### config.mk
export PLATFORM = sky130hd
export DESIGN_NAME = rsc_pair_packer
export DESIGN_NICKNAME = d
export VERILOG_FILES = /design/src/rtl/rsc_pkg.sv /design/src/rtl/rsc_lane_enc.sv /design/src/rtl/rsc_tail_mux.sv /design/src/rtl/rsc_pair_packer.sv
export SDC_FILE = /design/constraint.sdc
export NUM_CORES = 1
export LEC_CHECK = 0
export ABC_AREA = 1
export BUFFER_PORTS_ARGS = -buffer_cell sky130_fd_sc_hd__buf_2
export CAP_MARGIN = 0
export CORE_ASPECT_RATIO = 0.7
export CORE_MARGIN = 2
export CORE_UTILIZATION = 44
export DETAILED_ROUTE_END_ITERATION = 12
export PLACE_DENSITY = 0.76
export SLEW_MARGIN = 20
export SYNTH_ARGS = -nofsm -noshare
export SYNTH_HDL_FRONTEND = slang
export SYNTH_SLANG_ARGS = --single-unit
### constraint.sdc
create_clock -name clk -period 2.7 [get_ports clk]
set_input_delay 0.27 -clock clk [delete_from_list [all_inputs] [get_ports clk]]
set_output_delay 0.27 -clock clk [all_outputs]
set_load 0.05 [all_outputs]
### src/rtl/rsc_pkg.sv
`timescale 1ns/1ps
package rsc_pkg;
    // bit 0 = one-cycle delay element, bit 2 = three-cycle delay element
    typedef logic [2:0] trellis_t;

    typedef enum logic {
        PH_DATA = 1'b0,
        PH_TAIL = 1'b1
    } phase_e;
endpackage

### src/rtl/rsc_lane_enc.sv
`timescale 1ns/1ps
module rsc_lane_enc
    import rsc_pkg::*;
#(
    parameter int LANES = 1
) (
    input  trellis_t           state_in,
    input  logic [LANES-1:0]   bits_in,
    output trellis_t           state_out,
    output logic [LANES-1:0]   parity,
    output logic [5:0]         tail_seq
);
    // Data path: LANES trellis steps chained in one cycle.
    always_comb begin : data_walk
        trellis_t s;
        logic     fb;
        logic     w;
        s      = state_in;
        parity = '0;
        for (int l = 0; l < LANES; l++) begin
            fb        = s[1] ^ s[2];
            w         = bits_in[l] ^ fb;
            parity[l] = w ^ s[0] ^ s[2];
            s         = {s[1], s[0], w};
        end
        state_out = s;
    end

    // Termination: input equals feedback, so zero is shifted in.
    always_comb begin : tail_walk
        trellis_t t;
        t        = state_in;
        tail_seq = '0;
        for (int n = 0; n < 3; n++) begin
            tail_seq[2*n]   = t[1] ^ t[2];
            tail_seq[2*n+1] = t[0] ^ t[2];
            t               = {t[1], t[0], 1'b0};
        end
    end
endmodule

### src/rtl/rsc_tail_mux.sv
`timescale 1ns/1ps
module rsc_tail_mux #(
    parameter int LANES = 1,
    localparam int OW   = 3 * LANES
) (
    input  logic [5:0]    seq_a,
    input  logic [5:0]    seq_b,
    input  logic [1:0]    slot,
    output logic [OW-1:0] word
);
    generate
        if (LANES == 1) begin : g_serial
            logic [5:0] src;
            always_comb begin
                src  = slot[1] ? seq_b : seq_a;
                word = slot[0] ? src[5:3] : src[2:0];
            end
        end else begin : g_packed
            // nibble bit c of field f equals bit f of serial tail word c
            always_comb begin
                word = '0;
                if (slot == 2'd0) begin
                    for (int f = 0; f < 3; f++) begin
                        word[f*LANES +: 4] = {seq_b[f+3], seq_b[f], seq_a[f+3], seq_a[f]};
                    end
                end
            end
        end
    endgenerate
endmodule

### src/rtl/rsc_pair_packer.sv
`timescale 1ns/1ps
module rsc_pair_packer
    import rsc_pkg::*;
#(
    parameter int LANES = 1
) (
    input  logic               clk,
    input  logic               rst_n,
    input  logic               in_valid,
    output logic               in_ready,
    input  logic               in_sop,
    input  logic               in_eop,
    input  logic [LANES-1:0]   in_sys,
    input  logic [LANES-1:0]   in_ilv,
    output logic               out_valid,
    input  logic               out_ready,
    output logic               out_sop,
    output logic               out_eop,
    output logic [3*LANES-1:0] out_data
);
    localparam int OW         = 3 * LANES;
    localparam int TAIL_WORDS = (LANES == 1) ? 4 : 1;
    localparam logic [1:0] LAST_SLOT = 2'(TAIL_WORDS - 1);

    generate
        if (!(LANES == 1 || LANES == 4 || LANES == 8)) begin : g_bad_lanes
            $error("LANES must be 1, 4 or 8");
        end
    endgenerate

    typedef struct packed {
        logic          valid;
        logic          sop;
        logic          eop;
        logic [OW-1:0] data;
        phase_e        phase;
        logic [1:0]    slot;
        trellis_t      st_a;
        trellis_t      st_b;
    } ctl_t;

    ctl_t ctl_d, ctl_q;

    logic             load, take;
    trellis_t         base_a, base_b, next_a, next_b;
    logic [LANES-1:0] par_a, par_b;
    logic [5:0]       seq_a, seq_b;
    logic [OW-1:0]    tail_word;

    always_comb begin
        load     = !ctl_q.valid || out_ready;
        in_ready = load && (ctl_q.phase == PH_DATA);
        take     = in_valid && in_ready;
        base_a   = (take && in_sop) ? trellis_t'('0) : ctl_q.st_a;
        base_b   = (take && in_sop) ? trellis_t'('0) : ctl_q.st_b;
    end

    rsc_lane_enc #(.LANES(LANES)) u_enc_a (
        .state_in (base_a),
        .bits_in  (in_sys),
        .state_out(next_a),
        .parity   (par_a),
        .tail_seq (seq_a)
    );

    rsc_lane_enc #(.LANES(LANES)) u_enc_b (
        .state_in (base_b),
        .bits_in  (in_ilv),
        .state_out(next_b),
        .parity   (par_b),
        .tail_seq (seq_b)
    );

    rsc_tail_mux #(.LANES(LANES)) u_tail (
        .seq_a(seq_a),
        .seq_b(seq_b),
        .slot (ctl_q.slot),
        .word (tail_word)
    );

    always_comb begin
        ctl_d = ctl_q;
        if (load) begin
            ctl_d.valid = 1'b0;
            ctl_d.sop   = 1'b0;
            ctl_d.eop   = 1'b0;
        end
        if (take) begin
            ctl_d.valid = 1'b1;
            ctl_d.sop   = in_sop;
            ctl_d.data  = {par_b, par_a, in_sys};
            ctl_d.st_a  = next_a;
            ctl_d.st_b  = next_b;
            if (in_eop) begin
                ctl_d.phase = PH_TAIL;
                ctl_d.slot  = 2'd0;
            end
        end else if (load && ctl_q.phase == PH_TAIL) begin
            ctl_d.valid = 1'b1;
            ctl_d.data  = tail_word;
            if (ctl_q.slot == LAST_SLOT) begin
                ctl_d.eop   = 1'b1;
                ctl_d.phase = PH_DATA;
                ctl_d.slot  = 2'd0;
            end else begin
                ctl_d.slot  = ctl_q.slot + 2'd1;
            end
        end
    end

    always_ff @(posedge clk) begin
        if (!rst_n) ctl_q <= '0;
        else        ctl_q <= ctl_d;
    end

    assign out_valid = ctl_q.valid;
    assign out_sop   = ctl_q.sop;
    assign out_eop   = ctl_q.eop;
    assign out_data  = ctl_q.data;
endmodule

==> impl_results.md <==
* Data arrival time of the critical path at 1.68 ns
* Crit start category: flip-flop
* Hold Buf Count CTS at 0
* 1st-iter DRT viols at between 50 and 60
* Die width at between 50 and 60 um
* Worst-path clk slew at 0.09 ns
* Max FO, Critical Path at 15
* Slew Viols, Final at 0
* Postcts setup bufs at 0
* Number of global-route vias before repair at between 800 and 900
* Initial core utilization at 0.474
* Crit-path slowest cell: dfxtp_1
* Yosys warnings at 0
* Sequential share of power at 0.481
* WP depth at 10
* Syn Area/Cell at 6.48 um2
* CP Class: flip-flop to flip-flop
* CTS Sinks at 15
* Met3 Wirelength at approximately 200 um
* Max clock buf depth at 2
* Fin crit period at between 1 and 1.5 ns
* FILL cells at around 200
* Status: complete, no violations
* P_leak at 0.477 nW
* CP top delay family: simple AND/OR/NAND/NOR gates
* Clock Skew at between 0.0005 and 0.0006 ns
* RSZ-0062 raised after global routing: no
* Largest net degree at the start of global routing at 16
* Final worst path period share at 0.552
* CP Buf/Inv Count at 0
* DIE AREA at roughly 0.0024 mm2
* Final setup TNS at 0 ns
* Nature of the critical path endpoint: flip-flop
* Port Buffers at 14
* Fmax at approximately 0.67 GHz
* Switching pwr at 0.191 mW
* Top sig layer: met4
* Internal power at about 0.33 mW
* Setup Viol. Count Final at 0
* Die height at roughly 42 um
* Logic pwr share at 0.259
* Num CTS Buffers at 3
* # rows at 13
* Total track usage at 0.194
* Register area share after synthesis at 0.336
* Antenna diodes at 0
* First-pass GRT wire length at 3.68 mm
* Area growth, synth to finish at 10.1%
* Final wirelength at about 2.1 mm
* M1 wire length at slightly above 900 um
* Unique masters post-synth at 20
* P per Cell Area at about 530 mW/mm2
* Area taken by multi-input logic gates at approximately 480 um2
* DRT antenna net count at 0
* H-tree levels at 1
* Peak VDD IR at between 0.3 and 0.4 mV
* Fin. Hold Viols at 0
* Worst slew pin tran at between 0.3 and 0.4 ns
* Worst EP required at 2.89 ns
* Overall power at 0.525 mW
* Root Driver: clkbuf_4
* Drt pass-1 iters at 4
* Initial antenna violation count at 0
* Post-DP HPWL at about 1.6 mm
* Hold Path Cell Cnt at 3
* Worst r2r path cells at 10
* Wire per inst at roughly 12 um
* Seq cells post-synth at 15
* Total grt overflow at 0
* Slew headroom at 0.742
* # nets final at 162
* Share of cells above drive strength 1 at 0.164
* GPL Wtd Cong at approximately 0.9
* TritonCTS clock tree: built
* Mapped Nets at ~150
* Synthesized cell area at 895 um2
* Post_cts resized at 0
* Power share of the clock group at 0.260
* Max-Cap Viols at 0
* Max incr delay on CP at 0.33 ns
* Cells after Synth at around 140
* Via count at 936
* # DRC at 0
* Routed vias/inst at 5.38
* Area of the core at 0.00189 mm2
* Hold/Removal Path Class: input port to flip-flop
* Routed wl met2 at slightly below 1 mm
* Sw Share at 0.363
* CP Cell Sequence: nand2_2 > nand4_4 > nand2_1 > nand2_1 > nand3_1 > nand3_1 > nand2_1 > nor2_1 > nor2_1 > nor2_1
* Sequential cell area at between 300 and 400 um2
* Clk Latency, worst-skew pair at approximately 0.29 ns
* I/O pin count at 15
## flip-flops by register name, summed over array words and instances, names as in the netlist
register	cells
ctl_q	9
out_data	3
out_eop	1
out_sop	1
out_valid	1
## worst register-to-register path, delay by kind of cell, from the launching register on
family,cells,cell delay (ns)
AND/OR/NAND/NOR,10,1.05
flip-flops,1,0.33
## per-layer routing
layer | vias up | GRT usage
met1 | 426 | 0.253
met2 | 34 | 0.307
met5 | - | 0
met4 | 0 | 0.0372
met3 | 2 | 0.0717
li1 | 474 | -
## cell type report
| class | instances | share of cell area |
|---|---|---|
| Timing Repair Buffer | 14 | 0.0712 |
| Clock buffer | 4 | 0.0267 |
| Sequential cell | 15 | 0.305 |
| Tap cell | 22 | 0.0280 |
| Multi-Input combinational cell | 97 | 0.485 |
| Inverter | 22 | 0.0839 |
## worst paths after layout
path / start / endpoint / slack [ns]
worst min-delay path: rst_n / out_data[1]$_SDFFE_PN0P_ / 0.25
worst max register to register: out_valid$_SDFFE_PN0P_ / out_data[2]$_SDFFE_PN0P_ / 1.21
worst min register to register: out_sop$_SDFFE_PN0P_ / out_sop$_SDFFE_PN0P_ / 0.48
worst max-delay path: out_valid$_SDFFE_PN0P_ / out_data[2]$_SDFFE_PN0P_ / 1.21
## cell usage in the layout (no fill, tap or decap), types with 2 or more instances in the layout
| master | Yosys | final |
|---|---|---|
| nand2_1 | 39 | 39 |
| o22ai_1 | 2 | 2 |
| nand3_2 | 2 | 2 |
| a21oi_1 | 8 | 8 |
| buf_2 | 0 | 14 |
| clkbuf_4 | 0 | 3 |
| nand3_1 | 22 | 22 |
| o21ai_0 | 6 | 6 |
| inv_1 | 21 | 21 |
| nor2_1 | 9 | 9 |
| nand2_2 | 2 | 2 |
| dfxtp_1 | 15 | 15 |
## synthesized netlist by cell type
cell	number	share of area
inv_1	21	0.088
nor2_1	9	0.038
inv_2	1	0.0042
nand4_1	1	0.0070
nand2_1	39	0.16
o21ai_1	1	0.0056
o21ai_2	1	0.0098
o22ai_1	2	0.014
buf_4	3	0.025
a211oi_1	1	0.0084
nand3_2	2	0.022
a21oi_1	8	0.045
ha_1	1	0.014
o21ai_0	6	0.034
nand4_4	1	0.024
nor2_4	1	0.013
buf_6	1	0.013
nand3_1	22	0.12
dfxtp_1	15	0.34
nand2_2	2	0.014
## kinds of logic (layout without fill, tap and decap cells)
logic type                 count (synthesis)  in the layout  synth area share
and+or+nand+nor                           77             77             0.404
buffers and inverters                     26             40             0.130
AOI/OAI and AO/OA                         19             19             0.116
DFF                                       15             15             0.336
adders and majority gates                  1              1            0.0140
## power by group through the flow
stage                     combinational [mW]  sequential [mW]  clock [mW]
final                                  0.136            0.253       0.137
after global routing                   0.151            0.255       0.148
after CTS                              0.135            0.252       0.138
after detailed placement               0.134            0.257           0
after global placement                 0.133            0.257           0
after floorplan                        0.106            0.260           0
## metrics by stage
| stage | utilization | area [um2] | setup WS [ns] | hold WS [ns] | instances |
|---|---|---|---|---|---|
| final | 0.522 | 985 | 1.21 | 0.254 | 174 |
| after global routing | 0.522 | 985 | 1.03 | 0.273 | 174 |
| after CTS | 0.522 | 985 | 1.24 | 0.254 | 174 |
| after detailed placement | 0.508 | 958 | 1.18 | 0.471 | 170 |
| after global placement | 0.508 | 958 | 1.21 | 0.452 | 170 |
| after floorplan | - | 895 | 1.13 | 0.373 | 138 |
(Power assumes the default switching activity.)
